### src/rtl/lin_rsp_pkg.sv
package lin_rsp_pkg;
  localparam int LEN_W = 4;

  typedef enum logic [2:0] {
    S_IDLE = 3'd0,
    S_DATA = 3'd1,
    S_CKS  = 3'd2,
    S_GRP  = 3'd3,
    S_DONE = 3'd4
  } seq_st_t;

  typedef struct packed {
    logic [LEN_W-1:0] len;
    logic             more;
    logic             enh;
    logic             tx;
    logic             sep;
  } grp_cfg_t;

  // 8-bit add with end-around carry
  function automatic logic [7:0] eac_add(input logic [7:0] a, input logic [7:0] b);
    logic [8:0] s;
    s = {1'b0, a} + {1'b0, b};
    return s[7:0] + {7'd0, s[8]};
  endfunction
endpackage

### src/rtl/lin_cks_acc.sv
module lin_cks_acc
  import lin_rsp_pkg::*;
(
  input  logic       clk,
  input  logic       rst_ni,
  input  logic       seed_en,
  input  logic [7:0] seed_val,
  input  logic       add_en,
  input  logic [7:0] add_val,
  output logic [7:0] sum
);
  logic [7:0] sum_q, sum_d;

  always_comb begin
    sum_d = sum_q;
    if (seed_en)     sum_d = seed_val;
    else if (add_en) sum_d = eac_add(sum_q, add_val);
  end

  always_ff @(posedge clk or negedge rst_ni) begin
    if (!rst_ni)                  sum_q <= 8'd0;
    else if (seed_en || add_en)   sum_q <= sum_d;
  end

  assign sum = sum_q;

  p_seed_add_excl_r5: assert property (@(posedge clk) disable iff (!rst_ni)
    !(seed_en && add_en));
endmodule

### src/rtl/lin_byte_ctr.sv
module lin_byte_ctr #(
  parameter int MAX_LEN = 8,
  localparam int CW = $clog2(MAX_LEN + 1)
) (
  input  logic          clk,
  input  logic          rst_ni,
  input  logic          clr,
  input  logic          inc,
  output logic [CW-1:0] cnt
);
  logic [CW-1:0] cnt_q, cnt_d;

  always_comb begin
    cnt_d = cnt_q;
    if (clr)      cnt_d = '0;
    else if (inc) cnt_d = cnt_q + 1'b1;
  end

  always_ff @(posedge clk or negedge rst_ni) begin
    if (!rst_ni)          cnt_q <= '0;
    else if (clr || inc)  cnt_q <= cnt_d;
  end

  assign cnt = cnt_q;

  p_cnt_bound_r3: assert property (@(posedge clk) disable iff (!rst_ni)
    cnt_q <= CW'(MAX_LEN));
endmodule

### src/rtl/lin_cfg_hold.sv
module lin_cfg_hold
  import lin_rsp_pkg::*;
#(
  parameter int MAX_LEN = 8
) (
  input  logic     clk,
  input  logic     rst_ni,
  input  grp_cfg_t live,
  input  logic     hdr_start,
  input  logic     in_idle,
  input  logic     accept,
  output grp_cfg_t cand,
  output logic     cand_ok,
  output grp_cfg_t act
);
  grp_cfg_t snap_q, act_q;
  logic     snap_en;

  assign snap_en = hdr_start && in_idle;

  always_comb begin
    cand = live;
    if (in_idle) begin
      cand.tx  = snap_q.tx;
      cand.enh = snap_q.enh;
      cand.sep = snap_q.sep;
      if (!snap_q.sep) begin
        cand.len  = snap_q.len;
        cand.more = snap_q.more;
      end
    end else begin
      cand.tx  = act_q.tx;
      cand.enh = act_q.enh;
      cand.sep = act_q.sep;
    end
    cand_ok = (cand.len <= LEN_W'(MAX_LEN));
  end

  always_ff @(posedge clk or negedge rst_ni) begin
    if (!rst_ni)      snap_q <= '0;
    else if (snap_en) snap_q <= live;
  end

  always_ff @(posedge clk or negedge rst_ni) begin
    if (!rst_ni)     act_q <= '0;
    else if (accept) act_q <= cand;
  end

  assign act = act_q;

  p_act_legal_r2: assert property (@(posedge clk) disable iff (!rst_ni)
    accept |=> act_q.len <= LEN_W'(MAX_LEN));
endmodule

### src/rtl/lin_resp_seq.sv
module lin_resp_seq
  import lin_rsp_pkg::*;
#(
  parameter int MAX_LEN = 8,
  localparam int IDX_W = $clog2(MAX_LEN),
  localparam int CW    = $clog2(MAX_LEN + 1)
) (
  input  logic             clk,
  input  logic             rst_n,
  input  logic [LEN_W-1:0] cfg_len,
  input  logic             cfg_more,
  input  logic             cfg_enh,
  input  logic             cfg_tx,
  input  logic             cfg_sep,
  input  logic [7:0]       pid,
  input  logic             hdr_start,
  input  logic             rsp_start,
  output logic             tx_valid,
  input  logic             tx_ready,
  output logic [7:0]       tx_data,
  input  logic             rx_valid,
  input  logic [7:0]       rx_data,
  output logic [IDX_W-1:0] buf_idx,
  input  logic [7:0]       buf_rdata,
  output logic             buf_we,
  output logic [7:0]       buf_wdata,
  output logic             busy,
  output logic             grp_wait,
  output logic             done,
  output logic             cks_err,
  output logic             cfg_err
);
  // reset: asserted asynchronously, released on the clock
  logic [1:0] rs_q;
  logic       rst_i;
  always_ff @(posedge clk or negedge rst_n) begin
    if (!rst_n) rs_q <= 2'b00;
    else        rs_q <= {rs_q[0], 1'b1};
  end
  assign rst_i = rs_q[1];

  seq_st_t   st_q, st_d;
  grp_cfg_t  live, cand, act;
  logic      cand_ok, accept, refuse, in_idle, in_xfer;
  logic      fire, last, seed_en, add_en, cks_bad;
  logic      cks_err_q, cfg_err_q;
  logic [7:0] sum, byte_in;
  logic [CW-1:0] cnt;

  assign live = '{len: cfg_len, more: cfg_more, enh: cfg_enh, tx: cfg_tx, sep: cfg_sep};
  assign in_idle = (st_q == S_IDLE);
  assign in_xfer = (st_q == S_DATA) || (st_q == S_CKS);

  lin_cfg_hold #(.MAX_LEN(MAX_LEN)) u_cfg (
    .clk(clk), .rst_ni(rst_i), .live(live), .hdr_start(hdr_start),
    .in_idle(in_idle), .accept(accept), .cand(cand), .cand_ok(cand_ok), .act(act)
  );

  // byte handshake in either direction
  assign tx_valid = act.tx && in_xfer;
  assign fire     = act.tx ? (tx_valid && tx_ready) : (!act.tx && in_xfer && rx_valid);
  assign byte_in  = act.tx ? buf_rdata : rx_data;
  assign last     = (cnt + 1'b1) == CW'(act.len);

  always_comb begin
    st_d   = st_q;
    accept = 1'b0;
    refuse = 1'b0;
    case (st_q)
      S_IDLE, S_GRP: begin
        if (rsp_start) begin
          if (!cand_ok) refuse = 1'b1;
          else begin
            accept = 1'b1;
            if (cand.len != '0) st_d = S_DATA;
            else if (cand.more) st_d = S_GRP;
            else                st_d = S_CKS;
          end
        end
      end
      S_DATA:  if (fire && last) st_d = act.more ? S_GRP : S_CKS;
      S_CKS:   if (fire) st_d = S_DONE;
      S_DONE:  st_d = S_IDLE;
      default: st_d = S_IDLE;
    endcase
  end

  assign seed_en = accept && in_idle;
  assign add_en  = fire && (st_q == S_DATA);
  assign cks_bad = (st_q == S_CKS) && fire && !act.tx && (eac_add(sum, rx_data) != 8'hFF);

  lin_cks_acc u_acc (
    .clk(clk), .rst_ni(rst_i), .seed_en(seed_en),
    .seed_val(cand.enh ? pid : 8'h00), .add_en(add_en), .add_val(byte_in), .sum(sum)
  );

  lin_byte_ctr #(.MAX_LEN(MAX_LEN)) u_ctr (
    .clk(clk), .rst_ni(rst_i), .clr(accept), .inc(add_en), .cnt(cnt)
  );

  always_ff @(posedge clk or negedge rst_i) begin
    if (!rst_i) begin
      st_q      <= S_IDLE;
      cks_err_q <= 1'b0;
      cfg_err_q <= 1'b0;
    end else begin
      st_q      <= st_d;
      cks_err_q <= cks_bad;
      cfg_err_q <= refuse;
    end
  end

  assign tx_data   = (st_q == S_CKS) ? ~sum : buf_rdata;
  assign buf_idx   = cnt[IDX_W-1:0];
  assign buf_we    = add_en && !act.tx;
  assign buf_wdata = rx_data;
  assign busy      = !in_idle;
  assign grp_wait  = (st_q == S_GRP);
  assign done      = (st_q == S_DONE);
  assign cks_err   = cks_err_q;
  assign cfg_err   = cfg_err_q;

  p_refuse_hold_r2: assert property (@(posedge clk) disable iff (!rst_i)
    cfg_err |-> st_q == $past(st_q));
  p_tx_hold_r3: assert property (@(posedge clk) disable iff (!rst_i)
    (tx_valid && !tx_ready) |=> tx_valid && $stable(buf_idx) && $stable(st_q));
  p_no_write_tx_r4: assert property (@(posedge clk) disable iff (!rst_i)
    buf_we |-> !tx_valid);
  p_err_with_done_r4: assert property (@(posedge clk) disable iff (!rst_i)
    cks_err |-> done);
  p_done_pulse_r11: assert property (@(posedge clk) disable iff (!rst_i)
    done |=> !done && !busy);
  p_start_ignored_r10: assert property (@(posedge clk) disable iff (!rst_i)
    ($past(st_q) == S_DATA && !$past(fire)) |-> st_q == S_DATA);
endmodule

### config.mk
export PLATFORM = sky130hd
export DESIGN_NAME = lin_resp_seq
export DESIGN_NICKNAME = d
export VERILOG_FILES = /design/src/rtl/lin_rsp_pkg.sv /design/src/rtl/lin_cks_acc.sv /design/src/rtl/lin_byte_ctr.sv /design/src/rtl/lin_cfg_hold.sv /design/src/rtl/lin_resp_seq.sv
export SDC_FILE = /design/constraint.sdc
export NUM_CORES = 1
export LEC_CHECK = 0
export CAP_MARGIN = 15
export CORE_AREA = 2 2 102 94
export CTS_CLUSTER_SIZE = 20
export DETAILED_ROUTE_END_ITERATION = 7
export DIE_AREA = 0 0 104 96
export SYNTH_ARGS = -nofsm -noshare
export SYNTH_HDL_FRONTEND = slang
export SYNTH_HIERARCHICAL = 1
export SYNTH_SLANG_ARGS = --single-unit
### constraint.sdc
create_clock -name clk -period 1.78 [get_ports clk]
set_clock_uncertainty 0.15 [all_clocks]
set_input_delay 0.267 -clock clk [delete_from_list [all_inputs] [get_ports clk]]
set_output_delay 0.267 -clock clk [all_outputs]
set_load 0.02 [all_outputs]
==> results of run 1 <==
-- state kept, by name, indices dropped and copies added, names as in the netlist --
signal / count
rs_q: 2
u_cfg/act: 7
u_cfg/snap_q: 8
u_ctr/cnt: 4
cfg_err: 1
cks_err: 1
st_q: 3
u_acc/sum: 8
-- cells in the final DEF (no fill, tap or decap), drive strengths merged, types with 5 or more instances in the layout --
master,count
nand3,5
nor2,18
xnor2,15
o21ai,27
mux2,24
nand2b,12
clkdlybuf4s50,38
dlygate4sd2,11
and2,11
dfrtp,34
o211ai,6
nand2,31
nor3,6
inv,10
xor2,6
buf,145
nand4b,8
clkbuf,6
ha,22
a21oi,12
-- critical path, cell delays in order, from the launching register on --
cell                        delay (ns)
sky130_fd_sc_hd__dfrtp_1          0.44
sky130_fd_sc_hd__mux2_4           0.34
sky130_fd_sc_hd__ha_4             0.17
sky130_fd_sc_hd__fa_2             0.38
sky130_fd_sc_hd__a211oi_4         0.23
sky130_fd_sc_hd__o21bai_1         0.11
sky130_fd_sc_hd__a21oi_2          0.16
sky130_fd_sc_hd__and2b_1          0.20
sky130_fd_sc_hd__o21ai_1          0.13
sky130_fd_sc_hd__nand2b_1         0.13
sky130_fd_sc_hd__ha_4             0.20
sky130_fd_sc_hd__nand3_4          0.08
sky130_fd_sc_hd__nor3_4           0.06
sky130_fd_sc_hd__a2bb2oi_2        0.15
sky130_fd_sc_hd__a22oi_2          0.08
sky130_fd_sc_hd__nor4b_2          0.23
sky130_fd_sc_hd__nand4b_1         0.14
-- routing by layer --
layer  routed length (um)  track usage, %  up-vias
met3                  373           3.318       11
li1                     -               -     1575
met2                 4802           35.58       82
met4                   97           3.604        0
met1                 4666           26.01     1502
met5                    0               0        -
-- metrics by stage --
stage | setup TNS, ns | hold slack, ns | total power, mW | setup WS [ns]
after detailed placement | -29.88 | 0.1357 | 7.671 | -1.910
after CTS | -26.74 | 0.1447 | 9.329 | -1.622
after global placement | -29.37 | 0.1376 | 7.540 | -1.833
final | -26.47 | 0.1201 | 9.914 | -1.659
after floorplan | -20.90 | -0.1786 | 5.157 | -1.729
after global routing | -30.45 | 0.1737 | 10.64 | -1.841
-- where the power goes --
part | leakage [nW] | internal, mW | switching [mW]
Clock | 0.0683 | 0.561 | 0.329
Combinational | 1.94 | 4.16 | 3.47
Sequential | 0.420 | 1.10 | 0.293
Total | 2.42 | 5.82 | 4.09
-- area by class of cell --
class                           instances  area, um2
Tap cell                              122      152.6
Clock buffer                            5      68.82
Inverter                               10      42.54
Clock inverter                          3      68.82
Fill cell                             741       3408
Sequential cell                        34      850.8
Timing Repair Buffer                  197       1828
Multi-Input combinational cell        268       2499
-- worst paths after layout --
check	slack [ns]	to	cells after the start	start
worst max register to register	-1.66	u_acc/sum[5]	16	u_cfg/act[1]
max in group asynchronous	0.84	rs_q[1]	2	rst_n
min in group clk	0.21	rs_q[1]	0	rs_q[0]
worst min register to register	0.12	cfg_err	1	rs_q[1]
worst max-delay path	-1.66	u_acc/sum[5]	16	u_cfg/act[1]
worst min-delay path	0.12	cfg_err	1	rs_q[1]
-- repair_timing --
| item | in CTS | in global routing |
|---|---|---|
| endpoints found under the hold margin | 2 | 0 |
| gates resized for setup | 152 | 39 |
| setup buffers | 18 | 20 |
| setup endpoints to repair | 55 | 44 |
| hold buffers | 1 | 0 |
| pin swaps | 30 | 32 |
| cloned | 0 | 1 |
==> results.md, run 1 <==
Placement:
- The HPWL reported at the end of detailed placement is 7.129 mm.
- The cell count after placement is between 500 and 600.
- In this run the cell area measured after placement is 4701 um2.
- The number of port buffers is 63.
- The global placer's final weighted congestion is 0.8831.

CTS:
- For the worst-skew pair, the clock arrives at the later sink with an insertion delay of 0.30 ns.
- The clock tree root driver cell is sky130_fd_sc_hd__clkbuf_8.
- TritonCTS created 5 clock buffers.
- The clock drives 34 sinks.
- The clock slew seen by the registers of the worst setup and hold paths is approximately 0.080 ns.
- TritonCTS built the clock tree.
- In this run the number of H-tree levels came out at 2.
- The longest clock path from root to sink contains 2 buffers.

STA:
- Setup repair after global routing could not meet its margin everywhere.
- Setup slack on the critical path of the routed design comes to -1.659 ns.
- After layout, the worst path uses 193.2% of the clock period.
- The max-slew violation total from the final report was 0.
- The minimum clock period is roughly 3.4 ns.
- The achievable clock frequency is 290.8 MHz.
- The final-report hold violation count is 0.
- Setup violations remaining at the end of the flow were counted as 43.

Worst setup path:
- STA classifies the critical path endpoint as a register.
- The setup path with the least slack is of type register to register.
- STA classifies the critical path startpoint as a register.
- Of all nets on the critical path, the largest fanout is 4.
- STA puts the critical path data arrival time at between 3 and 4 ns.
- The required time at the worst-slack endpoint is 1.86 ns.

Finish:
- For this run, the share of the core covered by cells in the final layout is between 60% and 70%.
- Relative to the synthesized area, the layout overhead comes to 82.44%.
- The layout net count is 578.
- The count of antenna diodes in the layout is 0.
- Once layout is complete, the cells apart from fillers number 639.
- The fraction of final layout cells with drive strength greater than 1 is 48.94%.
- The cell area after layout is 5510 um2.

Routing:
- The final layout contains routed wiring with a total length of 9.939 mm.
- Dividing the detail-routed via count by the number of cells gives approximately 5.0.
- The violation count after the first detailed-route iteration is 191.
- The detail-routed net length per standard cell is 15.55 um.
- The total vias in the final route is 3170.
- After detailed routing, the number of remaining DRC violations is 0.
- The final antenna-violating net count is 0.
- The iteration count of the initial detailed-routing pass is 4.

Power:
- In this run the power density over the cells is 1799 nW/um2.
- Summed over all cells, the static leakage comes to 2.424 nW.
- Across the VDD grid, the largest voltage drop is 803.8 uV.

Status:
- The final reports fail on setup timing.
- The flow ran to the end, but the final reports show violations.

Hold path:
- The type of the worst min-delay path is register to async pin.

Synthesis:
- In this run the mean area of a mapped cell was 9.098 um2.
- Yosys printed 6 warnings.
- The net count after synthesis is ~400.
- The cell area after technology mapping is 3020 um2.
- The synthesized instance count is 332.

Floorplan:
- between 60 and 70 I/O pins were placed.
- The die area is between 9000 and 10000 um2.
- The area of the core is 8919 um2.
- The number of placement rows is 33.
- Once the floorplan was initialized, standard cells occupied about a third of the core.
- The width of the die is roughly 100 um.
- The die outline height is 96 um.

Global route:
- The global-route usage over all layers is between 10% and 20%.
- The initial antenna violation count was 0.
- The sum of overflow across all layers after global routing is 0.
- The first-pass GRT wire length is between 15 and 20 mm.
- The via count of the first global-routing pass is 3200.
- The pin count of the biggest net entering global routing is 33.

Run:
- The number of maximum-capacitance constraint violations is 0.
Power figures use the tool's default switching activity.
==> inputs of run 2 (changes only) <==
Settings changed: CORE_AREA 2 2 102 94 to 2 2 85 78, DIE_AREA 0 0 104 96 to 0 0 87 80, GPL_TIMING_DRIVEN set to 1, PLACE_DENSITY set to 0.79.
==> results.md, run 2 (synthesis gave the netlist of run 1 again) <==
Status:
- The run finished, with violations left.
- The checks that failed: setup timing.

Routing:
- The detailed-route vias per instance is 6.829 (+38%).
- The iteration count of the initial detailed-routing pass is 5 (+1).
- The post-detailed-route DRC marker count was 0 (unchanged).
- The violation count after the first detailed-route iteration is 495 (+160%).
- The detail-routed net length per standard cell is 27.56 um (+77%).
- The total vias in the final route was 3995 (+26%).
- The final antenna-violating net count came to 0 (unchanged).
- The total wire length after detailed routing is 16.12 mm (+62%).

Worst setup path:
- The cell that appears most often on the critical path is sky130_fd_sc_hd__ha_4.
- The maximum cell stage delay along the critical path was 0.44 ns (about the same).
- The required time at the worst-slack endpoint is 1.84 ns (-0.02 ns).
- The critical path depth in cells is 16 (unchanged).
- The count of buffering cells on the critical path with inverters included was 0 (unchanged).
- The highest fanout seen on the critical path came to 5 (+1).
- The kind of start point of the critical path is a register.
- The data arrival at the endpoint of the critical path is 4.00 ns (+0.48 ns).
- The worst setup path is captured at a register.
- The path depth of the worst reg2reg path is 16 (unchanged).
- The critical path goes through mux2_4, ha_4, fa_2, a211oi_4, o21bai_1, a21oi_1, and2b_1, o21ai_2, nand2b_1, ha_4, nand3_4, nor3_4, a21oi_2, a22oi_2, nor4b_2, nand4b_1.
- The largest individual stage delay along the critical path comes from the cell sky130_fd_sc_hd__dfrtp_1.
- Broken down by cell family, the worst path's largest delay share belongs to compound AO/OA/AOI/OAI gates.
- The worst setup path is of the register to register kind.

STA:
- The achievable clock frequency came to 253.3 MHz (-13%).
- Measured against its own limit, the worst slew margin works out to 47.16%.
- The final critical-path setup slack is -2.167 ns (-0.5081 ns).
- The final-report hold violation count is 0 (unchanged).
- The count of endpoints failing setup in the final report is 45 (+4.7%).
- At the pin with the least slew margin, the transition time is 0.7726 ns.
- The minimum clock period is 3.947 ns (+0.5081 ns).
- Setup repair after global routing could not meet its margin everywhere.
- The final period utilization came to 221.8% (+29 points).
- The max-slew violation total from the final report came to 0 (unchanged).

CTS:
- The clock slew seen by the registers of the worst setup and hold paths is 0.08 ns (about the same).
- The CTS sink count was 34 (unchanged).
- The insertion delay of the later-clocked pin in the worst-skew pair was 0.29 ns (about the same).
- The maximum count of clock buffers along a single path came to 2 (unchanged).
- The number of H-tree levels was 2 (unchanged).
- The TritonCTS clock tree is done.
- The root buffer cell chosen for the clock tree is sky130_fd_sc_hd__clkbuf_8.
- The TritonCTS buffer count is 5 (unchanged).

Hold path:
- The type of the worst min-delay path is register to async pin.

Global route:
- The first-pass GRT wire length is 18.41 mm (+17%).
- The sum of overflow across all layers after global routing is 0 (unchanged).
- The initial antenna violation count is 0 (unchanged).
- The global-route usage over all layers came to 34.52% (+15 points).
- The pin count of the biggest net entering global routing is 33 (unchanged).
- The via count of the first global-routing pass was 3601 (+13%).

Finish:
- The fraction of final layout cells with drive strength greater than 1 is 51.66% (+2.7 points).
- Relative to the synthesized area, the layout overhead comes to 84.88%.
- The count of antenna diodes in the layout is 0 (unchanged).
- The layout net count is 574 (-0.69%).
- The library cell used most frequently in the layout, excluding fill and tap cells, is sky130_fd_sc_hd__buf_4.
- The cell area after layout is 5584 um2 (+1.3%).
- Leaving out fill and tap cells, the most frequent cells in the layout are 96 x sky130_fd_sc_hd__buf_4, 39 x sky130_fd_sc_hd__clkdlybuf4s50_1, 34 x sky130_fd_sc_hd__dfrtp_1, 33 x sky130_fd_sc_hd__buf_6.

Floorplan:
- The number of placement rows is 27 (-18%).
- The die area is 6960 um2 (-30%).
- The I/O pin count came to 64 (unchanged).
- The die outline height is 80 um (-17%).
- The area of the core is 6047 um2 (-32%).
- The initial core utilization is 49.95% (+16 points).
- The width of the die came to 87 um (-16%).

Power:
- The logic gate share of total power is 78.8% (+1.9 points).
- The design internal power is 5.962 mW (+2.4%).
- The switching part of the total power was 46.88% (+5.6 points).
- The proportion of power drawn by flip-flops and latches came to 13.0% (-1.1 points).
- The relative contribution of the clock network to total power came to 8.2% (-0.8 points).
- The maximum VDD drop is 1524 uV (+90%).
- The static power due to leakage is 2.435 nW (+0.48%).
- The power density relative to cell area was 2010 nW/um2 (+12%).
- The sum of internal, switching and leakage power came to 11.22 mW (+13%).
- The net switching power figure was 5.261 mW (+29%).

Placement:
- The global placer's final weighted congestion came to 0.9848 (+12%).
- The number of port buffers was 63 (unchanged).
- The standard cell area after detailed placement is 4633 um2 (-1.4%).
- The HPWL reported at the end of detailed placement is 7.472 mm (+4.8%).

Run:
- The number of maximum-capacitance constraint violations came to 0 (unchanged).
## run 2: changes by cell type in the layout (fill, tap and decap cells not counted), moves of 6 or more
cell and change:
sky130_fd_sc_hd__buf_4 -13, sky130_fd_sc_hd__buf_6 +9, sky130_fd_sc_hd__nand2_2 +6, sky130_fd_sc_hd__o21ai_1 -7
sky130_fd_sc_hd__o21ai_2 +6
## run 2: final cells by class
| class | instances | area [um2] |
|---|---|---|
| Clock buffer | 6 | 82.58 |
| Fill cell | 192 | 462.9 |
| Tap cell | 72 | 90.09 |
| Timing Repair Buffer | 193 | 1857 |
| Clock inverter | 2 | 60.06 |
| Inverter | 10 | 40.04 |
| Multi-Input combinational cell | 268 | 2604 |
| Sequential cell | 34 | 850.8 |
## run 2: through the flow
step / std cells / setup TNS, ns / worst slack (ns) / util, % / hold slack, ns
finish: 585 / -33.83 / -2.167 / 92.34 / 0.1410
detailed placement: 544 / -29.13 / -1.955 / 76.62 / 0.1307
global placement: 544 / -27.40 / -1.778 / 76.62 / 0.1269
floorplan: 332 / -20.90 / -1.729 / - / -0.1786
CTS: 563 / -22.82 / -1.674 / 84.05 / 0.1372
global route: 585 / -35.09 / -2.215 / 92.34 / 0.1719
## run 2: final timing paths
path | start | end | slack (ns)
worst max register to register | u_cfg/act[1] | u_acc/sum[5] | -2.17
min in group clk | rs_q[0] | rs_q[1] | 0.21
max in group asynchronous | rst_n | rs_q[1] | 0.80
worst min-delay path | rs_q[1] | u_cfg/snap_q[4] | 0.14
worst min register to register | rs_q[1] | u_cfg/snap_q[4] | 0.14
worst max-delay path | u_cfg/act[1] | u_acc/sum[5] | -2.17
## run 2: layer usage
metal	part of all wire, %	vias to the layer above	global-route usage (%)
met5	0	-	0
met4	8.1	0	14.69
met3	11	170	5.584
met2	46	422	59.92
met1	34	1851	41.96
li1	-	1552	-
## run 2: worst register-to-register path: stages (launching register included)
cell,delay [ns]
sky130_fd_sc_hd__dfrtp_1,0.44
sky130_fd_sc_hd__mux2_4,0.35
sky130_fd_sc_hd__ha_4,0.18
sky130_fd_sc_hd__fa_2,0.42
sky130_fd_sc_hd__a211oi_4,0.24
sky130_fd_sc_hd__o21bai_1,0.10
sky130_fd_sc_hd__a21oi_1,0.21
sky130_fd_sc_hd__and2b_1,0.24
sky130_fd_sc_hd__o21ai_2,0.17
sky130_fd_sc_hd__nand2b_1,0.18
sky130_fd_sc_hd__ha_4,0.22
sky130_fd_sc_hd__nand3_4,0.09
sky130_fd_sc_hd__nor3_4,0.07
sky130_fd_sc_hd__a21oi_2,0.23
sky130_fd_sc_hd__a22oi_2,0.11
sky130_fd_sc_hd__nor4b_2,0.29
sky130_fd_sc_hd__nand4b_1,0.19
## run 2: what timing repair did
item	CTS	global route
pin swaps	17	31
endpoints found under the hold margin	2	0
resized for setup	132	69
setup endpoints to repair	55	44
buffers inserted	9	22
cloned	1	3
hold buffers	1	0
## run 2: power by group through the flow
| stage | logic [mW] | registers, mW | clock network [mW] |
|---|---|---|---|
| after global placement | 6.03 | 1.35 | 0 |
| final | 8.84 | 1.46 | 0.922 |
| after floorplan | 3.69 | 1.46 | 0 |
| after global routing | 9.04 | 1.46 | 0.942 |
| after detailed placement | 6.31 | 1.37 | 0 |
| after CTS | 6.92 | 1.36 | 0.904 |
